--- src/rtl/ipc_mailbox_pkg.sv ---
package ipc_mailbox_pkg;
  localparam int unsigned NIB_W  = 4;
  localparam int unsigned ADDR_W = 2;

  typedef enum logic [ADDR_W-1:0] {
    REG_SYNC = 2'd0,
    REG_CTRL = 2'd1,
    REG_SEND = 2'd2,
    REG_RECV = 2'd3
  } reg_sel_e;

  // sync register fields
  localparam int unsigned SYNC_IN_LSB  = 0;
  localparam int unsigned SYNC_OUT_LSB = 8;
  localparam int unsigned SYNC_KICK    = 13;
  localparam int unsigned SYNC_KICK_EN = 14;

  // control register fields
  localparam int unsigned CTL_TX_EMPTY = 0;
  localparam int unsigned CTL_TX_FULL  = 1;
  localparam int unsigned CTL_TX_IE    = 2;
  localparam int unsigned CTL_FLUSH    = 3;
  localparam int unsigned CTL_RX_EMPTY = 8;
  localparam int unsigned CTL_RX_FULL  = 9;
  localparam int unsigned CTL_RX_IE    = 10;
  localparam int unsigned CTL_ERR      = 14;
  localparam int unsigned CTL_EN       = 15;
endpackage

--- src/rtl/ipc_word_fifo.sv ---
module ipc_word_fifo #(
  parameter int unsigned DATA_W = 32,
  parameter int unsigned DEPTH  = 16
) (
  input  logic              clk_i,
  input  logic              rst_ni,
  input  logic              push_i,
  input  logic [DATA_W-1:0] wdata_i,
  input  logic              pop_i,
  input  logic              flush_i,
  output logic [DATA_W-1:0] head_o,
  output logic              empty_o,
  output logic              full_o
);
  localparam int unsigned PTR_W = (DEPTH > 1) ? $clog2(DEPTH) : 1;
  localparam int unsigned CNT_W = $clog2(DEPTH + 1);
  localparam logic [PTR_W-1:0] PTR_LAST = PTR_W'(DEPTH - 1);
  localparam logic [CNT_W-1:0] CNT_FULL = CNT_W'(DEPTH);

  logic [DATA_W-1:0] mem_q [DEPTH];
  logic [PTR_W-1:0]  wr_ptr_q, rd_ptr_q;
  logic [CNT_W-1:0]  count_q;

  assign head_o  = mem_q[rd_ptr_q];
  assign empty_o = (count_q == '0);
  assign full_o  = (count_q == CNT_FULL);

  always_ff @(posedge clk_i) begin
    if (push_i && !flush_i) mem_q[wr_ptr_q] <= wdata_i;
  end

  always_ff @(posedge clk_i or negedge rst_ni) begin
    if (!rst_ni) begin
      wr_ptr_q <= '0;
      rd_ptr_q <= '0;
      count_q  <= '0;
    end else if (flush_i) begin
      wr_ptr_q <= '0;
      rd_ptr_q <= '0;
      count_q  <= '0;
    end else begin
      if (push_i) wr_ptr_q <= (wr_ptr_q == PTR_LAST) ? '0 : wr_ptr_q + 1'b1;
      if (pop_i)  rd_ptr_q <= (rd_ptr_q == PTR_LAST) ? '0 : rd_ptr_q + 1'b1;
      case ({push_i, pop_i})
        2'b10:   count_q <= count_q + 1'b1;
        2'b01:   count_q <= count_q - 1'b1;
        default: count_q <= count_q;
      endcase
    end
  end

  a_r4_no_push_when_full: assert property (@(posedge clk_i) disable iff (!rst_ni)
    push_i |-> !full_o);
  a_r5_no_pop_when_empty: assert property (@(posedge clk_i) disable iff (!rst_ni)
    pop_i |-> !empty_o);
  a_r7_flush_empties: assert property (@(posedge clk_i) disable iff (!rst_ni)
    flush_i |=> empty_o);
  a_r9_count_bound: assert property (@(posedge clk_i) disable iff (!rst_ni)
    count_q <= CNT_FULL);
endmodule

--- src/rtl/ipc_side_port.sv ---
module ipc_side_port
  import ipc_mailbox_pkg::*;
#(
  parameter int unsigned DATA_W = 32
) (
  input  logic              clk_i,
  input  logic              rst_ni,
  input  logic              req_i,
  input  logic              we_i,
  input  logic [ADDR_W-1:0] addr_i,
  input  logic [DATA_W-1:0] wdata_i,
  output logic [DATA_W-1:0] rdata_o,
  output logic              irq_o,
  // cross-coupled sync
  input  logic [NIB_W-1:0]  sync_in_i,
  output logic [NIB_W-1:0]  sync_out_o,
  input  logic              kick_i,
  output logic              kick_o,
  // outgoing queue
  output logic              tx_push_o,
  output logic [DATA_W-1:0] tx_wdata_o,
  output logic              tx_flush_o,
  input  logic              tx_empty_i,
  input  logic              tx_full_i,
  // incoming queue
  output logic              rx_pop_o,
  input  logic [DATA_W-1:0] rx_head_i,
  input  logic              rx_empty_i,
  input  logic              rx_full_i
);
  reg_sel_e sel;
  logic wr_sync, rd_sync, wr_ctrl, wr_send, rd_recv;

  logic [NIB_W-1:0]  nib_q;
  logic              kick_en_q, kick_pend_q;
  logic              tx_ie_q, rx_ie_q, err_q, en_q;
  logic [DATA_W-1:0] last_q;
  logic              err_set, err_clr;

  assign sel     = reg_sel_e'(addr_i);
  assign wr_sync = req_i &  we_i & (sel == REG_SYNC);
  assign rd_sync = req_i & !we_i & (sel == REG_SYNC);
  assign wr_ctrl = req_i &  we_i & (sel == REG_CTRL);
  assign wr_send = req_i &  we_i & (sel == REG_SEND);
  assign rd_recv = req_i & !we_i & (sel == REG_RECV);

  assign tx_push_o  = wr_send & en_q & !tx_full_i;
  assign tx_wdata_o = wdata_i;
  assign tx_flush_o = wr_ctrl & wdata_i[CTL_FLUSH];
  assign rx_pop_o   = rd_recv & en_q & !rx_empty_i;
  assign kick_o     = wr_sync & wdata_i[SYNC_KICK];
  assign sync_out_o = nib_q;

  assign err_set = en_q & ((wr_send & tx_full_i) | (rd_recv & rx_empty_i));
  assign err_clr = wr_ctrl & wdata_i[CTL_ERR];

  always_ff @(posedge clk_i or negedge rst_ni) begin
    if (!rst_ni) begin
      nib_q     <= '0;
      kick_en_q <= 1'b0;
      tx_ie_q   <= 1'b0;
      rx_ie_q   <= 1'b0;
      en_q      <= 1'b0;
    end else if (wr_sync) begin
      nib_q     <= wdata_i[SYNC_OUT_LSB +: NIB_W];
      kick_en_q <= wdata_i[SYNC_KICK_EN];
    end else if (wr_ctrl) begin
      tx_ie_q   <= wdata_i[CTL_TX_IE];
      rx_ie_q   <= wdata_i[CTL_RX_IE];
      en_q      <= wdata_i[CTL_EN];
    end
  end

  // set wins over a same-cycle read
  always_ff @(posedge clk_i or negedge rst_ni) begin
    if (!rst_ni)                    kick_pend_q <= 1'b0;
    else if (kick_i && kick_en_q)   kick_pend_q <= 1'b1;
    else if (rd_sync)               kick_pend_q <= 1'b0;
  end

  always_ff @(posedge clk_i or negedge rst_ni) begin
    if (!rst_ni)      err_q <= 1'b0;
    else if (err_set) err_q <= 1'b1;
    else if (err_clr) err_q <= 1'b0;
  end

  always_ff @(posedge clk_i or negedge rst_ni) begin
    if (!rst_ni)       last_q <= '0;
    else if (rx_pop_o) last_q <= rx_head_i;
  end

  always_comb begin
    rdata_o = '0;
    case (sel)
      REG_SYNC: begin
        rdata_o[SYNC_IN_LSB +: NIB_W]  = sync_in_i;
        rdata_o[SYNC_OUT_LSB +: NIB_W] = nib_q;
        rdata_o[SYNC_KICK_EN]          = kick_en_q;
      end
      REG_CTRL: begin
        rdata_o[CTL_TX_EMPTY] = tx_empty_i;
        rdata_o[CTL_TX_FULL]  = tx_full_i;
        rdata_o[CTL_TX_IE]    = tx_ie_q;
        rdata_o[CTL_RX_EMPTY] = rx_empty_i;
        rdata_o[CTL_RX_FULL]  = rx_full_i;
        rdata_o[CTL_RX_IE]    = rx_ie_q;
        rdata_o[CTL_ERR]      = err_q;
        rdata_o[CTL_EN]       = en_q;
      end
      REG_RECV: rdata_o = rx_pop_o ? rx_head_i : last_q;
      default:  rdata_o = '0;
    endcase
  end

  assign irq_o = (tx_ie_q & tx_empty_i) | (rx_ie_q & !rx_empty_i) | kick_pend_q;

  a_r1_nibble_follows_write: assert property (@(posedge clk_i) disable iff (!rst_ni)
    wr_sync |=> (sync_out_o == $past(wdata_i[SYNC_OUT_LSB +: NIB_W])));
  a_r2_kick_latched: assert property (@(posedge clk_i) disable iff (!rst_ni)
    (kick_i && kick_en_q) |=> irq_o);
  a_r11_read_clears_kick: assert property (@(posedge clk_i) disable iff (!rst_ni)
    (rd_sync && !kick_i) |=> !kick_pend_q);
  a_r6_err_sticky: assert property (@(posedge clk_i) disable iff (!rst_ni)
    (err_q && !wr_ctrl) |=> err_q);
  a_r6_err_cause: assert property (@(posedge clk_i) disable iff (!rst_ni)
    $rose(err_q) |-> $past(en_q && (wr_send || rd_recv)));
endmodule

--- src/rtl/ipc_mailbox.sv ---
module ipc_mailbox
  import ipc_mailbox_pkg::*;
#(
  parameter int unsigned DATA_W = 32,
  parameter int unsigned DEPTH  = 16
) (
  input  logic              clk_i,
  input  logic              rst_ni,
  input  logic              a_req_i,
  input  logic              a_we_i,
  input  logic [1:0]        a_addr_i,
  input  logic [DATA_W-1:0] a_wdata_i,
  output logic [DATA_W-1:0] a_rdata_o,
  output logic              a_irq_o,
  input  logic              b_req_i,
  input  logic              b_we_i,
  input  logic [1:0]        b_addr_i,
  input  logic [DATA_W-1:0] b_wdata_i,
  output logic [DATA_W-1:0] b_rdata_o,
  output logic              b_irq_o
);
  logic [NIB_W-1:0]  a_nib, b_nib;
  logic              a_kick, b_kick;
  logic              ab_push, ab_pop, ab_flush, ab_empty, ab_full;
  logic              ba_push, ba_pop, ba_flush, ba_empty, ba_full;
  logic [DATA_W-1:0] ab_wdata, ab_head, ba_wdata, ba_head;

  ipc_word_fifo #(.DATA_W(DATA_W), .DEPTH(DEPTH)) u_fifo_ab (
    .clk_i, .rst_ni,
    .push_i (ab_push), .wdata_i(ab_wdata), .pop_i(ab_pop), .flush_i(ab_flush),
    .head_o (ab_head), .empty_o(ab_empty), .full_o(ab_full)
  );

  ipc_word_fifo #(.DATA_W(DATA_W), .DEPTH(DEPTH)) u_fifo_ba (
    .clk_i, .rst_ni,
    .push_i (ba_push), .wdata_i(ba_wdata), .pop_i(ba_pop), .flush_i(ba_flush),
    .head_o (ba_head), .empty_o(ba_empty), .full_o(ba_full)
  );

  ipc_side_port #(.DATA_W(DATA_W)) u_side_a (
    .clk_i, .rst_ni,
    .req_i(a_req_i), .we_i(a_we_i), .addr_i(a_addr_i), .wdata_i(a_wdata_i),
    .rdata_o(a_rdata_o), .irq_o(a_irq_o),
    .sync_in_i(b_nib), .sync_out_o(a_nib), .kick_i(b_kick), .kick_o(a_kick),
    .tx_push_o(ab_push), .tx_wdata_o(ab_wdata), .tx_flush_o(ab_flush),
    .tx_empty_i(ab_empty), .tx_full_i(ab_full),
    .rx_pop_o(ba_pop), .rx_head_i(ba_head), .rx_empty_i(ba_empty), .rx_full_i(ba_full)
  );

  ipc_side_port #(.DATA_W(DATA_W)) u_side_b (
    .clk_i, .rst_ni,
    .req_i(b_req_i), .we_i(b_we_i), .addr_i(b_addr_i), .wdata_i(b_wdata_i),
    .rdata_o(b_rdata_o), .irq_o(b_irq_o),
    .sync_in_i(a_nib), .sync_out_o(b_nib), .kick_i(a_kick), .kick_o(b_kick),
    .tx_push_o(ba_push), .tx_wdata_o(ba_wdata), .tx_flush_o(ba_flush),
    .tx_empty_i(ba_empty), .tx_full_i(ba_full),
    .rx_pop_o(ab_pop), .rx_head_i(ab_head), .rx_empty_i(ab_empty), .rx_full_i(ab_full)
  );
endmodule

--- config.mk ---
export PLATFORM = sky130hd
export DESIGN_NAME = ipc_mailbox
export DESIGN_NICKNAME = d
export VERILOG_FILES = /design/src/rtl/ipc_mailbox_pkg.sv /design/src/rtl/ipc_word_fifo.sv /design/src/rtl/ipc_side_port.sv /design/src/rtl/ipc_mailbox.sv
export SDC_FILE = /design/constraint.sdc
export NUM_CORES = 1
export LEC_CHECK = 0
export ABC_AREA = 1
export BUFFER_PORTS_ARGS = -buffer_cell sky130_fd_sc_hd__buf_2
export CAP_MARGIN = 20
export CELL_PAD_IN_SITES_DETAIL_PLACEMENT = 1
export CELL_PAD_IN_SITES_GLOBAL_PLACEMENT = 1
export CORE_MARGIN = 5
export CORE_UTILIZATION = 40
export CTS_CLUSTER_SIZE = 10
export DETAILED_ROUTE_END_ITERATION = 10
export PLACE_DENSITY_LB_ADDON = 0.1
export SYNTH_ARGS = -nofsm -noshare
export SYNTH_HDL_FRONTEND = slang
export SYNTH_SLANG_ARGS = --single-unit
--- constraint.sdc ---
create_clock -name clk_i -period 8.9 [get_ports clk_i]
set_input_delay 0.89 -clock clk_i [delete_from_list [all_inputs] [get_ports clk_i]]
set_output_delay 0.89 -clock clk_i [all_outputs]
set_load 0.02 [all_outputs]
==> metrics.cfg <==
[outcome]
outcome = finished, final reports clean

[global_route]
grt_max_degree = 168
grt.total_usage = 0.216
grt_pass1_wl_mm = 203
grt_overflow_total = 0
antenna_found_initial = 15
grt_pass1_vias = 31677

[power]
power_frac_clock = 0.328
p_switching_mw = 5.19
p_sw_frac = 0.338
seq_power_share = 0.413
powerDensity_mw_per_mm2 = 290
p_leak_nw = 19.1
comb_power_share = 0.259
p_int_mw = 10.2
vdd_drop_max_mv = 0.235

[setup_path]
crit_cells = 11
crit_required_ns = 8.01
crit_family = buffers and inverters
path_cells = inv_8 > buf_4 > nand2_1 > nand2_1 > nand2_1 > nand3_1 > nand3_1 > nand2_1 > nand3_1 > a21oi_1 > buf_2
cp_slowest_cell = buf_4
path_common_cell = nand2_1
worstReg2RegStart = u_fifo_ab.rd_ptr_q[0]$_DFFE_PN0P_
critPathMaxFanout = 167
r2r_cells = 8
reg2reg_to = u_side_b.last_q[11]$_DFF_PN0_
slowest_delay_ns = 0.92
critPathBufInv = 3
cp-end-kind = output port
r2r_slack_ns = 5.36
cp-start-kind = register
crit_type = reg -> out
crit_arrival_ns = 4.60

[sta]
skew_ns = 0.0241
fin_crit_ns = 5.49
tns_ns = 0
slew_violations = 0
max_freq_mhz = 182
relSlewSlack = 0.239
setup_viol = 0
hold_viol = 0
grt_setup_unrepaired = no
period_share = 0.617
worstMarginPinSlew_ns = 1.14

[clock_tree]
clockBufferDepth = 3
cts_setup_buffers = 0
path_clk_slew_ns = 0.06
cts_buffers = 135
ctsHoldBuffers = 0
cts_tree = built
cts_sinks = 1134
cts-root-buf = clkbuf_16
post_cts_resized = 0
cts_htree_levels = 4
clkLatencyLatePin_ns = 0.72

[yosys]
syn_nets = 4145
seq_area_frac_synth = 0.716
syn_avg_cell_area_sq_um = 11.6
synth_top_area_cell = edfxtp_1
synth_area_sq_mm = 0.0468
async_flop_share = 0.0970
synthFlopType = edfxtp_1
synth_edf_count = 1024
ys.warnings.count = 0
yosys.area.top_type_share = 0.657
synthTopCellsByArea = edfxtp_1 66%, nand2_1 6.9%, dfrtp_1 5.9%
synth_cells = 4045
ys_ff_latch = 1134
yosysUniqueCellTypes = 45

[die]
rows = 125
die_w_microns = 352
num_io_pins = 140
die_area_sq_mm = 0.124
die_y_microns = 352
floorplan.initialDensity = 0.403
core_sq_mm = 0.116

[route]
drt-total-wl_mm = 135
drtAntennaViolNets = 0
drt-initial-drc-count = 1957
drc_errors = 0
drt_first_pass_iters = 5
drt-wirelength-per-cell_microns = 23.4
dr_total_vias = 30524
vias_per_cell = 5.28

[place]
dp_cells = 5541
dpl.hpwl_mm = 70.0
io_buffer_count = 139
placed_cell_area_sq_mm = 0.0489
gp_congestion = 0.758

[final_layout]
post-route-util = 0.455
fin_cells = 5780
final_nets = 4257
area.growth.synth_to_final_pct = 13.1
post-route-cell-area_sq_mm = 0.0529
drive_above_1_share = 0.105

[min_path]
min_path_type = in -> async

[flow_run]
cap_violations = 0

## placed cells by master, fill, tap and decap left out, types with 4 or more instances in the layout
master     instances
clkbuf_8           8
diode_2            9
nor3_1             5
xor2_1             5
nor2_4            31
nor2_1           553
dfrtp_4            4
o211ai_1          93
clkinv_1           5
or2_2             20
a22oi_1            4
a21boi_0          18
a21oi_1           98
o21ai_0          296
nand3_1          378
ha_1              26
inv_1            176
inv_2             16
nand4_1            5
clkbuf_16        141
o21ai_2            6
mux2_2             4
dfrtp_1          104
buf_4             59
o21ai_1           51
clkbuf_1          70
nand2_1          863
buf_2            138
edfxtp_1        1024
xnor2_1            5
## routing by layer
layer  vias up  track usage  wire [microns]
met4         2       0.0585            3240
met5         -            0              11
met3       209       0.0345            4940
met2       539        0.376           67300
li1      14273            -               -
met1     15501        0.282           60000
## registers in the layout (all words and copies together), names as in the netlist, 4 cells and up
register             flops
u_fifo_ba.count_q        5
u_fifo_ba.mem_q        512
u_fifo_ba.wr_ptr_q       4
u_side_a.last_q         32
u_fifo_ab.wr_ptr_q       4
u_fifo_ab.count_q        5
u_side_a.sync_out_o      4
u_fifo_ab.mem_q        512
u_fifo_ab.rd_ptr_q       4
u_side_b.last_q         32
u_side_b.sync_out_o      4
u_fifo_ba.rd_ptr_q       4
## worst register-to-register path, stage by stage, from the launching register on
cell and delay, ns:
dfrtp_4 0.77, inv_8 0.81, buf_4 1.00, nand2_1 0.12
nand2_1 0.11, nand2_1 0.05, nand3_1 0.10, nand3_1 0.20
a21boi_0 0.29
## layout make-up
class | count | area [sq um]
tap | 1524 | 1910
timing repair buffer | 201 | 1210
multi-input combinational | 2488 | 11500
antenna | 9 | 22.5
sequential | 1134 | 33500
clock buffer | 219 | 3900
fill | 12279 | 63300
inverter | 197 | 756
clock inverter | 8 | 43.8
## power by group through the flow
stage | clock network, mW | logic (mW) | registers, mW
after floorplan | 0 | 2.97 | 6.25
after global placement | 0 | 3.95 | 6.47
after detailed placement | 0 | 3.99 | 6.47
after CTS | 5.16 | 4.01 | 6.37
after global routing | 5.41 | 4.47 | 6.37
final | 5.04 | 3.99 | 6.34
## synth_stat cells, types with 3 or more instances
cell,instances
nand2_1,863
mux2_2,4
a21boi_0,18
o21ai_0,296
clkbuf_1,87
inv_1,182
buf_4,10
xor2_1,5
a21oi_1,98
xnor2_1,5
o211ai_1,93
nor2_1,582
or2_2,20
ha_1,26
a22oi_1,4
nor3_1,8
edfxtp_1,1024
nand2_2,3
dfrtp_1,110
nand3_1,378
o21ai_2,6
buf_1,12
o21ai_1,51
buf_6,28
inv_2,13
nand4_1,5
buf_2,87
## through the flow
step | hold slack [ns] | power (mW) | worst slack, ns
final | 0.238 | 15.4 | 3.41
after global routing | 0.329 | 16.2 | 3.03
after CTS | 0.298 | 15.5 | 3.28
after detailed placement | 0.471 | 10.5 | 4.05
after global placement | 0.467 | 10.4 | 4.02
after floorplan | 0.445 | 9.22 | 4.22
## how the worst max path moves through the flow
| stage | startpoint | endpoint |
|---|---|---|
| finish | u_fifo_ab.rd_ptr_q[0]$_DFFE_PN0P_ | b_rdata_o[2] |
| global route | u_fifo_ab.rd_ptr_q[0]$_DFFE_PN0P_ | b_rdata_o[1] |
| CTS | u_fifo_ab.rd_ptr_q[0]$_DFFE_PN0P_ | b_rdata_o[3] |
| detailed placement | b_addr_i[0] | b_rdata_o[0] |
| global placement | b_addr_i[0] | b_rdata_o[0] |
| floorplan | b_addr_i[0] | u_fifo_ba.mem_q[3][0]$_DFFE_PP_ |
## kinds of logic after synthesis
family,Yosys count,share of synthesized area
fa+ha+maj,26,0.00695
mux,4,0.000963
buf+inv,423,0.0420
compound gates,584,0.0702
simple gates,1864,0.162
xor+xnor,10,0.00187
flops,1134,0.716
(Power assumes the default switching activity.)
